[config.mk]
export PLATFORM = sky130hd
export DESIGN_NAME = flash_therm_enc
export DESIGN_NICKNAME = d
export VERILOG_FILES = /design/src/rtl/ftenc_pkg.sv /design/src/rtl/ftenc_sync.sv /design/src/rtl/ftenc_prio.sv /design/src/rtl/ftenc_outpipe.sv /design/src/rtl/flash_therm_enc.sv
export SDC_FILE = /design/constraint.sdc
export NUM_CORES = 1
export LEC_CHECK = 0
export ABC_AREA = 0
export BUFFER_PORTS_ARGS = -buffer_cell sky130_fd_sc_hd__buf_4
export CORE_MARGIN = 2
export CORE_UTILIZATION = 47
export CTS_CLUSTER_DIAMETER = 30
export DETAILED_ROUTE_END_ITERATION = 10
export PLACE_DENSITY = 0.65
export SLEW_MARGIN = 5
export SYNTH_ARGS = -nofsm -noshare
export SYNTH_HDL_FRONTEND = slang
export SYNTH_SLANG_ARGS = --single-unit
[constraint.sdc]
create_clock -name clk -period 2.3 [get_ports clk]
set_input_delay 0 -clock clk [delete_from_list [all_inputs] [get_ports clk]]
set_output_delay 0 -clock clk [all_outputs]
set_load 0.005 [all_outputs]
[src/rtl/ftenc_pkg.sv]
package ftenc_pkg;

    typedef enum logic {
        FMT_OFFSET = 1'b0,
        FMT_TWOS   = 1'b1
    } fmt_e;

    function automatic int lines_for(input int bits);
        return (1 << bits) - 1;
    endfunction

endpackage

[src/rtl/ftenc_sync.sv]
module ftenc_sync #(
    parameter int WIDTH  = 16,
    parameter int STAGES = 2
) (
    input  logic             clk,
    input  logic             rst_n,
    input  logic [WIDTH-1:0] din,
    output logic [WIDTH-1:0] dout
);

    typedef struct packed {
        logic [STAGES-1:0][WIDTH-1:0] stg;
    } sync_t;

    sync_t st_d, st_q;

    always_comb begin
        st_d = st_q;
        st_d.stg[0] = din;
        for (int s = 1; s < STAGES; s++) begin
            st_d.stg[s] = st_q.stg[s-1];
        end
    end

    always_ff @(posedge clk or negedge rst_n) begin
        if (!rst_n) begin
            st_q <= '0;
        end else begin
            st_q <= st_d;
        end
    end

    assign dout = st_q.stg[STAGES-1];

endmodule

[src/rtl/ftenc_prio.sv]
module ftenc_prio #(
    parameter int RES_BITS = 8,
    localparam int LINES   = (1 << RES_BITS) - 1
) (
    input  logic [LINES-1:0]    therm,
    output logic [RES_BITS-1:0] code
);

    always_comb begin
        code = '0;
        for (int i = 0; i < LINES; i++) begin
            if (therm[i]) begin
                code = RES_BITS'(i + 1);
            end
        end
    end

endmodule

[src/rtl/ftenc_outpipe.sv]
module ftenc_outpipe
    import ftenc_pkg::*;
#(
    parameter int RES_BITS = 8,
    parameter int STAGES   = 1,
    parameter int VLEN     = 3
) (
    input  logic                clk,
    input  logic                rst_n,
    input  logic [RES_BITS-1:0] enc,
    input  fmt_e                fmt,
    output logic [RES_BITS-1:0] code,
    output logic                valid
);

    localparam logic [RES_BITS-1:0] MSB_MASK = {1'b1, {(RES_BITS-1){1'b0}}};

    typedef struct packed {
        logic [STAGES-1:0][RES_BITS-1:0] code;
        logic [VLEN-1:0]                 vld;
    } pipe_t;

    pipe_t pp_d, pp_q;

    always_comb begin
        pp_d = pp_q;
        pp_d.code[0] = (fmt == FMT_TWOS) ? (enc ^ MSB_MASK) : enc;
        for (int s = 1; s < STAGES; s++) begin
            pp_d.code[s] = pp_q.code[s-1];
        end
        pp_d.vld = (pp_q.vld << 1) | VLEN'(1);
    end

    always_ff @(posedge clk or negedge rst_n) begin
        if (!rst_n) begin
            pp_q <= '0;
        end else begin
            pp_q <= pp_d;
        end
    end

    assign code  = pp_q.code[STAGES-1];
    assign valid = pp_q.vld[VLEN-1];

endmodule

[src/rtl/flash_therm_enc.sv]
module flash_therm_enc
    import ftenc_pkg::*;
#(
    parameter int RES_BITS    = 8,
    parameter int SYNC_STAGES = 2,
    parameter int PIPE_STAGES = 1
) (
    input  logic                          clk,
    input  logic                          rst_n,
    input  logic [(1 << RES_BITS) - 2:0]  comp_i,
    input  logic                          fmt_i,
    output logic [RES_BITS-1:0]           code_o,
    output logic                          valid_o
);

    localparam int LINES   = lines_for(RES_BITS);
    localparam int LATENCY = SYNC_STAGES + PIPE_STAGES;

    logic [LINES:0]      smp;
    logic [RES_BITS-1:0] enc;
    fmt_e                fmt_s;

    ftenc_sync #(
        .WIDTH  (LINES + 1),
        .STAGES (SYNC_STAGES)
    ) u_sync (
        .clk   (clk),
        .rst_n (rst_n),
        .din   ({fmt_i, comp_i}),
        .dout  (smp)
    );

    assign fmt_s = fmt_e'(smp[LINES]);

    ftenc_prio #(
        .RES_BITS (RES_BITS)
    ) u_prio (
        .therm (smp[LINES-1:0]),
        .code  (enc)
    );

    ftenc_outpipe #(
        .RES_BITS (RES_BITS),
        .STAGES   (PIPE_STAGES),
        .VLEN     (LATENCY)
    ) u_out (
        .clk   (clk),
        .rst_n (rst_n),
        .enc   (enc),
        .fmt   (fmt_s),
        .code  (code_o),
        .valid (valid_o)
    );

endmodule

[Yosys cells after proc, flatten, opt, wreduce, memory -nomap -nowiden]
Index checks and enable logic that the tools add are counted.
Word-level totals
  register bits: 523
  bits of input ports: 258
Operators by class
  multiplexer cells: 256
  bitwise logic cells: 1
Operator list (number)
  two-way mux 8 bit: 129
  two-way mux 7 bit: 64
  two-way mux 6 bit: 32
  two-way mux 5 bit: 16
  two-way mux 4 bit: 8
  two-way mux 3 bit: 4
  two-way mux 2 bit: 2
  two-way mux 1 bit: 1
  NOT 1 bit: 1

[Depth between registers and ports, before layout]
Gate-level depths: netlist of the first run.
  depth after elaboration: 257
  gate-level depth with buffers: 8

[Modules after synthesis]
Synthesis of the first run repeated with hierarchy kept, for this count alone.
Unflattened totals
  cell total of the unflattened synthesis: 1126
  area, all modules: 16468.3 um^2
By module, submodules not included
  ftenc_sync: times used 1, cells each 512, area each 12812.3 um^2, sequential area each 12812.3 um^2
  ftenc_prio: times used 1, cells each 601, area each 3368.2 um^2, sequential area each 0.0 um^2
  ftenc_outpipe: times used 1, cells each 13, area each 287.8 um^2, sequential area each 275.3 um^2

[Worst setup path after synthesis of the first run]
OpenSTA, ideal clock, no wires.
  path type: register to register
  from: register u_sync.st_q, in the netlist u_sync.dout[45]
  to: register u_out.pp_q, in the netlist u_out.code[1]
  library setup time: 0.123 ns
  arrival: 1.784 ns
  path slack: 0.393 ns
  cell stages (with the launch flop): 9
  clock period less this slack: 1.907 ns
  cells stage by stage: dfrtp_1 -> nor2_1 -> o31ai_2 -> a2111oi_4 -> nand4_1 -> a21o_1 -> a311o_1 -> a311oi_2 -> nor2_1
Between the ends
  word-level cells in the longest chain between the ends: 211
Ends and longest elaborated chain
  from (decl): RTL line ftenc_sync.sv:15  | sync_t st_d, st_q;
  from (signal assigned): RTL line ftenc_sync.sv:29  | st_q <= st_d;
  two-way mux 6 bit (18 in a row): RTL line ftenc_prio.sv:12  | if (therm[i]) begin
  two-way mux 7 bit (64 in a row): RTL line ftenc_prio.sv:12
  two-way mux 8 bit (128 in a row): RTL line ftenc_prio.sv:12
  via enc[1]: RTL line flash_therm_enc.sv:20  | logic [RES_BITS-1:0] enc;
  two-way mux 8 bit: RTL line ftenc_outpipe.sv:27  | pp_d.code[0] = (fmt == FMT_TWOS) ? (enc ^ MSB_MASK) : enc;
  to (signal assigned): RTL line ftenc_outpipe.sv:38  | pp_q <= pp_d;
  to (decl): RTL line ftenc_outpipe.sv:23  | pipe_t pp_d, pp_q;
The timed path passes the listed nets, and every way through them passes these cells.

[Final worst setup path of the first run]
  from: register u_sync.st_q, in the netlist u_sync.dout[25]
  to: register u_out.pp_q, in the netlist u_out.code[0]
Between the ends
  word-level cells in the longest chain between the ends: 231
Ends and longest elaborated chain (RTL line)
  two-way mux 5 bit (6 in a row): ftenc_prio.sv:12
  two-way mux 6 bit (32 in a row): ftenc_prio.sv:12
  two-way mux 7 bit (64 in a row): ftenc_prio.sv:12
  two-way mux 8 bit (128 in a row): ftenc_prio.sv:12
  via enc[0]: flash_therm_enc.sv:20
  two-way mux 8 bit: ftenc_outpipe.sv:27
The timed path passes the listed nets, and every way through them passes these cells.

==> results.txt, run 1 <==
Top FF cell, synth = dfrtp_1
Multi-input gate area = 0.00338 sq mm
Setup violations, final = 1
Final Slew Violations = 0
FILL cells = 2084
Slew @ Worst Pin = 0.595 ns
Setup ws final = -0.00589 ns
CTS Sinks = 523
Num CTS Buffers = 91
Synth Area in Simple Gates = 0.104
GPL Wtd Cong = 0.916
Mapped Area = 0.0165 sq mm
Rel. slew slack = 0.603
Yosys warning total = 0
GRT Total Usage = 0.267
Clock share of power = 0.548
Die Wd = 191 um
Tcrit/Tclk final = 1.00
Number of cells on the worst reg-to-reg path = 10
Initial antenna violation count = 2
Mux cell area share after synthesis = 0
RSZ-0062 raised after global routing = true
I/O pin count = 267
Wirelength per Cell = 20.3 um
Root buffer cell = clkbuf_16
Remaining antenna violation count = 0
Reg area = 0.0131 sq mm
Max incr delay on CP = 0.45 ns
Max-Cap Viols = 0
Synth top area share = 0.795
Largest family of logic cells by synthesized area = simple AND/OR/NAND/NOR gates
Clock tree buffer depth = 3
Number of global-route vias before repair = 13600
Number of synthesized flops with an enable pin = 0
Status = finished, violations left
Peak VDD IR = 0.000742 V
Clock transition at path regs = 0.06 ns
Die area = 0.0366 sq mm
Crit-path cells = inv_1, a2111oi_2, buf_4, o211ai_1, a21o_1, a31oi_1, o21ai_1, a31oi_1, buf_4, o31ai_1
Post-synth ARST share = 1.00
Internal power = 19300 uW
Hold Path Stages = 2
Syn Inst Count = 1135
Row Count = 68
HP Class = input port to flop
Worst-skew pair later-pin latency = 0.60 ns
H-tree levels = 3
CP max FO = 4
Register share of total power = 0.401
WP buf/inv = 3
Distinct cells, synth = 59
DR pass1 iterations = 5
Sw frac = 0.229
Fin crit period = 2.31 ns
Combinational share of power = 0.051
Violated checks = negative setup slack
Die H = 191 um
Worst Path Required = 2.76 ns
Setup tns final = -0.00589 ns
Worst setup SP type = flop
Mapped Nets = 1393
Core area = 0.0345 sq mm
Crit path depth = 10
Delay-heaviest family, CP = compound AO/OA/AOI/OAI gates
GRT Residual Overflow = 0
CTS tree = yes
Kind of end point of the critical path = flop
First-pass GRT wire length = 72500 um
Nets@finish = 2072
Drt drc = 0
Vias per inst = 5.13
Dpl hpwl = 28200 um
Sequential area share after synthesis = 0.795
Fmax = 0.434 GHz
Post-synth top area cell = dfrtp_1
Largest net degree at the start of global routing = 73
Hold violation count in the final report = 0
Share of layout cells above drive strength 1 = 0.285
Port bufs = 266
Critical Path AT = 2.76 ns
Worst path slowest cell = dfrtp_1
Synthesized area per cell = 14.5 sq um
Area contributors post-synth = dfrtp_1, nor2_1, nor4_1
Post-Synth XOR/XNOR Area = 0.000532
Critical path type = flop to flop
DRT Wirelength = 47700 um
Initial DRC count = 651
Placement Setup Slack = -0.0805 ns
Compound-gate portion of the synthesized area = 0.0895
#FFs+latches synth = 523
Post-CTS setup buffer count = 0
Psw = 5720 uW
Adder-cell share of the synthesized area = 0
Initial core utilization = 0.477
Pwr dens = 978 mW/mm^2
Via Count = 12100
Hold slack final = 0.0381 ns
Area Overhead vs Synth = 55.3%
Lkg Pwr = 0.0113 uW
Worst-case clock skew = 0.0223 ns
-- final timing paths --
check	from	to	slack (ns)
min in group asynchronous	rst_n	u_sync.st_d[505]	0.50
worst min-delay path	comp_i[220]	u_sync.st_d[476]	0.04
worst min register to register	u_sync.st_d[308]	u_sync.dout[52]	0.33
worst max register to register	u_sync.dout[25]	u_out.code[0]	-0.006
worst max-delay path	u_sync.dout[25]	u_out.code[0]	-0.006
max in group asynchronous	rst_n	u_sync.st_d[501]	0.68
-- layout make-up --
class,count,area share
Timing Repair Buffer,586,0.201
Antenna cell,5,0.000489
Clock inverter,61,0.0275
Clock buffer,109,0.0974
Tap cell,455,0.0223
Sequential cell,523,0.512
Multi-Input combinational cell,562,0.132
Inverter,50,0.00734
-- layer usage --
| layer | global-route usage | up-vias | part of all wire |
|---|---|---|---|
| li1 | - | 5431 | - |
| met1 | 0.331 | 6030 | 0.40 |
| met2 | 0.457 | 475 | 0.51 |
| met3 | 0.0551 | 120 | 0.060 |
| met4 | 0.111 | 0 | 0.034 |
| met5 | 0 | - | 0 |
-- stage by stage --
| step | utilization | area (sq um) | total power, uW | instances |
|---|---|---|---|---|
| after floorplan | - | 16500 | 10200 | 1135 |
| after global placement | 0.567 | 19600 | 11000 | 1917 |
| after detailed placement | 0.567 | 19600 | 11000 | 1917 |
| after CTS | 0.735 | 25400 | 25000 | 2346 |
| after global routing | 0.740 | 25600 | 25800 | 2348 |
| final | 0.740 | 25600 | 25000 | 2351 |
-- what timing repair did --
item | 4_1_cts | 5_1_grt
pin swaps | 2 | 5
hold endpoints to repair | 779 | 0
gates resized for setup | 8 | 34
setup endpoints to repair | 4 | 8
hold buffers | 259 | 0
-- layout by cell type (no fill, tap or decap), drive strengths merged, types with 6 or more instances in the layout --
cell,Yosys,routed
dfrtp,523,523
clkbuf,0,109
bufinv,0,9
nor4,65,65
nor2,121,121
o21bai,9,9
dlygate4sd3,0,259
clkinv,0,24
o211ai,8,8
inv,50,70
nand3,18,18
a211oi,8,8
o21ai,54,54
o31ai,15,15
a211o,7,7
a2111oi,11,11
clkinvlp,0,8
and3,6,6
nor3,41,41
o21a,7,7
nand4,18,18
a21oi,60,60
buf,0,327
nand2,46,46
nand2b,7,7
-- sequential cells by signal, summed over array words and instances, names as in the netlist --
| name | flops |
|---|---|
| u_out.valid | 1 |
| u_sync.dout | 256 |
| u_sync.st_d | 256 |
| u_out.code | 8 |
| u_out.pp_d | 2 |
-- cell families (layout without fill, tap and decap cells) --
group                     count (synthesis)  count (layout)
and+or+nand+nor                         340             340
other                                     1               6
DFF                                     523             523
xor gates and xnor gates                  1               1
AOI/OAI and AO/OA                       220             220
buffers and inverters                    50             806
-- worst register-to-register path, cell delays in order (launching register included) --
cell and delay [ns]:
dfrtp_1 0.45, inv_1 0.09, a2111oi_2 0.37, buf_4 0.18
o211ai_1 0.10, a21o_1 0.18, a31oi_1 0.20, o21ai_1 0.16
a31oi_1 0.24, buf_4 0.14, o31ai_1 0.06
-- power groups by stage --
stage	logic, uW	clock network [uW]	registers (uW)
floorplan	204	0	10000
global placement	878	0	10100
detailed placement	884	0	10100
CTS	1250	13800	9990
global route	1400	14300	10100
finish	1280	13700	10000
-- synth_stat cells, drive strengths merged (5+ instances only) --
| cell | instances |
|---|---|
| nor2 | 121 |
| nand4 | 18 |
| nand3 | 18 |
| a2111oi | 11 |
| a31oi | 5 |
| o21ai | 54 |
| nor3 | 41 |
| o21bai | 9 |
| a21oi | 60 |
| inv | 50 |
| a211o | 7 |
| dfrtp | 523 |
| a211oi | 8 |
| or4 | 5 |
| nand2 | 46 |
| nor2b | 5 |
| nand2b | 7 |
| a21boi | 5 |
| o21a | 7 |
| and3 | 6 |
| nor4 | 65 |
| o31ai | 15 |
| o211ai | 8 |
Note: power is estimated with default switching activity, not from simulation.
==> run 2: changes to the inputs <==
ABC_AREA = 1   (was 0)
==> run 2 against run 1 <==
- the flow still finishes with violations (negative setup slack)
- register-to-register slack got worse by 11 ns
- first-iteration DRC count fell by 24%
- critical endpoint unchanged
- utilization rose by 1.1 points
- power rose by 1.7%
- via count rose by 3.3%
- synthesized area rose by 6.7%
- critical path depth rose by 245
- clock skew rose by 0.0015 ns
==> results.txt, run 2 <==
Most common cell on crit path = nand2_1
HP Class = input port to flop
Initial DRC count = 497
Critical path type = flop to flop
Setup ws final = -11.49 ns
CTS tree = yes
Number of synthesized flops with an enable pin = 0
Die area = 0.0389 sq mm
Num CTS Buffers = 95
GRT Residual Overflow = 0
Most frequent cells in the layout = dfrtp_1, nand2_1, buf_4, dlygate4sd3_1, nor2_1
Drt drc = 0
Yosys warning total = 0
Syn Inst Count = 1490
Distinct cells, synth = 18
Worst setup SP type = flop
Largest net degree at the start of global routing = 77
M2 GR Usage = 0.439
Post-synth ARST share = 1.00
Most instantiated library cell after synthesis = dfrtp_1
FILL cells = 2134
Lkg Pwr = 0.0140 uW
CTS Sinks = 523
Commonest non-fill, non-tap cell in the layout = dfrtp_1
Final Non-Filler Cells = 2832
Hold slack final = 0.0360 ns
Sequential area share after synthesis = 0.745
Die Wd = 197 um
Dpl cells = 2379
First-pass GRT wire length = 70900 um
Worst path slowest cell = dfrtp_1
M1 GR Usage = 0.263
Area contributors post-synth = dfrtp_1, nand2_1, bufinv_8
DRT Wirelength = 44500 um
DR pass1 iterations = 5
Mapped Area = 0.0176 sq mm
H-tree levels = 3
Hold violation count in the final report = 0
Remaining antenna violation count = 0
Fin crit period = 13.79 ns
#FFs+latches synth = 523
Top FF cell, synth = dfrtp_1
GR peak layer = met2
Row Count = 70
Mapped Nets = 1748
Tcrit/Tclk final = 5.99
Pwr dens = 923 mW/mm^2
Violated checks = negative setup slack
Kind of end point of the critical path = flop
Dpl cell area = 0.0214 sq mm
Fmax = 0.0725 GHz
Overall power = 25400 uW
Final Slew Violations = 0
Max incr delay on CP = 0.37 ns
Worst-skew pair later-pin latency = 0.61 ns
Placement Setup Slack = -10.41 ns
Setup violations, final = 5
GPL Wtd Cong = 0.791
Peak VDD IR = 0.000693 V
Top post-synthesis cells by count = dfrtp_1, nand2_1, nor2_1
Max-Cap Viols = 0
Core area = 0.0367 sq mm
Worst Path Required = 2.83 ns
I/O pin count = 267
Vias per inst = 4.40
Dpl hpwl = 23600 um
Clock transition at path regs = 0.06 ns
Die H = 197 um
Critical Path AT = 14.32 ns
Synthesized area per cell = 11.8 sq um
RSZ-0062 raised after global routing = true
Met3 global-route usage = 0.0442
Wirelength per Cell = 15.7 um
Initial core utilization = 0.479
Via Count = 12500
Final instance area = 0.0276 sq mm
CP max FO = 2
Nets@finish = 2539
Port bufs = 266
Status = finished, violations left
Synth top area share = 0.745
Share of layout cells above drive strength 1 = 0.307
Clock tree buffer depth = 3
Root buffer cell = clkbuf_16
Initial antenna violation count = 5
Post-synth top area cell = dfrtp_1
GRT Total Usage = 0.237
Area Overhead vs Synth = 56.9%
Worst-case clock skew = 0.0238 ns
Number of global-route vias before repair = 14200
-- run 2: worst paths after layout --
check	startpoint	to	slack [ns]	cells past startpoint
worst max-delay path	u_sync.dout[1]	u_out.code[0]	-11.49	255
min in group asynchronous	rst_n	u_sync.dout[86]	0.46	3
worst min-delay path	comp_i[48]	u_sync.st_d[304]	0.04	2
max in group asynchronous	rst_n	u_sync.st_d[476]	1.10	4
worst min register to register	u_sync.st_d[267]	u_sync.dout[11]	0.34	0
worst max register to register	u_sync.dout[1]	u_out.code[0]	-11.49	255
-- run 2: final cells by class --
type / count / area, sq um / share of cell area
flip-flops and latches: 523 / 13100 / 0.475
repair buffers: 694 / 5970 / 0.217
multi-input cells: 712 / 2930 / 0.106
clock buffers: 108 / 2510 / 0.0909
inverters: 255 / 1730 / 0.0627
clock inverters: 68 / 741 / 0.0269
well taps: 468 / 586 / 0.0212
diodes: 4 / 10.0 / 0.000363
-- run 2: cell families after synthesis --
group                  synth area share
other                          0.000213
AND/OR/NAND/NOR                   0.150
flip-flops                        0.745
buffers and inverters            0.0983
AO/OA/AOI/OAI                   0.00577
XOR/XNOR                       0.000499
-- run 2: power by group --
group	total (uW)	leakage [uW]	switching [uW]	internal, uW
combinational	1750	0.00640	700	1060
sequential	9910	0.00608	224	9680
clock	13800	0.00157	5000	8790
total	25400	0.0140	5920	19500
-- run 2: worst max-delay path, delay by kind of cell (launching register included) --
kind | cells | cell delay (ns)
simple gates | 254 | 13.31
flops | 1 | 0.37
buf+inv | 1 | 0.05
-- run 2: stage by stage --
stage	utilization	TNS (ns)
3_3_place_gp	0.583	-20.05
4_1_cts	0.749	-21.83
6_report	0.751	-23.50
5_1_grt	0.751	-28.35
3_5_place_dp	0.583	-20.29
2_1_floorplan	-	-14.48
-- run 2: metal layers --
| layer | share of wire | wire (um) | up-vias |
|---|---|---|---|
| met5 | 0.00025 | 11 | - |
| met4 | 0.036 | 1580 | 2 |
| met3 | 0.040 | 1780 | 103 |
| met2 | 0.55 | 24400 | 327 |
| met1 | 0.38 | 16800 | 6044 |
| li1 | - | - | 5982 |
-- run 2: timing repair --
item / in CTS / in global routing
hold buffers: 259 / 0
hold endpoints to repair: 779 / 0
buffers inserted: 14 / 1
gates resized for setup: 37 / 14
pin swaps: 15 / 6
setup endpoints to repair: 5 / 7
==> run 3: changes to the inputs <==
CORE_UTILIZATION = 25   (was 47)
PLACE_DENSITY = 0.39   (was 0.65)
REMOVE_ABC_BUFFERS = 1   (was unset)
==> run 3 against run 2 <==
- the flow still finishes with violations (negative setup slack)
- wire length is 3.5% lower
- critical path depth is the same
- critical path type unchanged
- maximum frequency rose by 6.5%
- non-clock buffer count grew 209
- power grew 7.8%
==> results.txt, run 3 (synthesis gave the netlist of run 2 again) <==
Final core utilization = 0.442
Dpl hpwl = 28700 um
Most frequent cells in the layout = dfrtp_1, nand2_1, buf_4, dlygate4sd3_1, inv_1
Number of global-route vias before repair = 14500
Commonest non-fill, non-tap cell in the layout = dfrtp_1
Area Overhead vs Synth = 75.4%
Worst-case clock skew = 0.0292 ns
Max-Cap Viols = 0
Peak VDD IR = 0.000551 V
DR pass1 iterations = 4
Row Count = 97
Initial antenna violation count = 2
Worst setup SP type = flop
Drt drc = 0
Delay-heaviest family, CP = simple AND/OR/NAND/NOR gates
Die H = 269 um
Kind of end point of the critical path = flop
Hold violation count in the final report = 0
Final Slew Violations = 0
GRT Total Usage = 0.125
Status = finished, violations left
GRT Residual Overflow = 0
Die area = 0.0724 sq mm
Initial core utilization = 0.252
Via Count = 12800
Largest net degree at the start of global routing = 82
Violated checks = negative setup slack
Worst-skew pair later-pin latency = 0.64 ns
Critical Path AT = 13.50 ns
CTS Sinks = 523
Fin crit period = 12.95 ns
Wirelength per Cell = 12.1 um
Num CTS Buffers = 110
Tcrit/Tclk final = 5.63
Overall power = 27400 uW
CTS tree = yes
Fmax = 0.0772 GHz
Most common cell on crit path = nand2_1
Clock tree buffer depth = 3
Port bufs = 266
H-tree levels = 3
Setup tns final = -20.85 ns
Setup ws final = -10.65 ns
Worst Path Required = 2.85 ns
Clock transition at path regs = 0.05 ns
Lkg Pwr = 0.0152 uW
Die Wd = 269 um
I/O pin count = 267
CP max FO = 2
FILL cells = 6466
First-pass GRT wire length = 72200 um
Nets@finish = 2763
Critical path type = flop to flop
GPL Wtd Cong = 0.735
HP Class = input port to flop
Root buffer cell = clkbuf_16
Max incr delay on CP = 0.37 ns
Remaining antenna violation count = 0
DRT Wirelength = 43000 um
Pwr dens = 890 mW/mm^2
Vias per inst = 3.61
WP buf/inv = 1
RSZ-0062 raised after global routing = true
Share of layout cells above drive strength 1 = 0.307
Core area = 0.0698 sq mm
Setup violations, final = 5
Initial DRC count = 438
Worst path slowest cell = dfrtp_1
-- run 3: cell types whose count changed in the layout (fill, tap and decap cells not counted), sizes merged --
cell,before,now
diode,4,1
bufinv,63,67
inv,218,210
clkbuf,108,133
buf,436,463
dlygate4sd3,258,440
clkinvlp,12,20
-- run 3: per-stage QoR --
stage                     std cells  cell area [sq um]  hold WS, ns  worst slack, ns
after global routing           3539              30800      0.00392           -13.73
after floorplan                1490              17600       -0.296            -8.75
after detailed placement       2889              22300       0.0123           -10.99
final                          3539              30800       0.0399           -10.65
after CTS                      3535              30700     0.000140           -11.00
after global placement         2889              22300      0.00781           -11.04
-- run 3: worst reg2reg max path, delay by kind of cell (launching register included) --
kind          cells  cell delay, ns
simple gates    254           12.43
buf+inv           1            0.05
flops             1            0.37
-- run 3: timing repair --
| item | in CTS | in global routing |
|---|---|---|
| pin swaps | 13 | 11 |
| setup endpoints to repair | 5 | 7 |
| endpoints found under the hold margin | 779 | 2 |
| gates resized for setup | 50 | 32 |
| hold buffers | 439 | 2 |
| buffers inserted | 2 | 2 |
-- run 3: final timing paths --
path	startpoint	endpoint	slack (ns)	cells after the start
worst max-delay path	u_sync.dout[1]	u_out.code[0]	-10.65	255
worst min-delay path	comp_i[227]	u_sync.st_d[483]	0.04	2
worst max register to register	u_sync.dout[1]	u_out.code[0]	-10.65	255
worst min register to register	u_sync.st_d[420]	u_sync.dout[164]	0.33	0
max in group asynchronous	rst_n	u_sync.dout[139]	1.75	3
min in group asynchronous	rst_n	u_sync.st_d[296]	0.13	3
-- run 3: layout make-up --
type	count	area (sq um)	area share
multi-input combinational	712	3020	0.0981
clock buffer	133	2960	0.0961
sequential	523	13100	0.425
clock inverter	72	823	0.0267
tap	940	1180	0.0382
antenna	1	2.50	0.0000812
timing repair buffer	903	8020	0.260
inverter	255	1730	0.0561
-- run 3: power breakdown --
part / switching, uW / internal [uW]
Sequential: 203 / 9690
Combinational: 687 / 1270
Clock: 5130 / 10400
Total: 6020 / 21400
-- run 3: metal layers --
metal  up-vias  track usage  routed length (um)
met3        96       0.0287                1770
met2       237        0.216               21800
met5         -            0                  13
li1       6427            -                   -
met4         2       0.0548                1340
met1      6029        0.148               18000
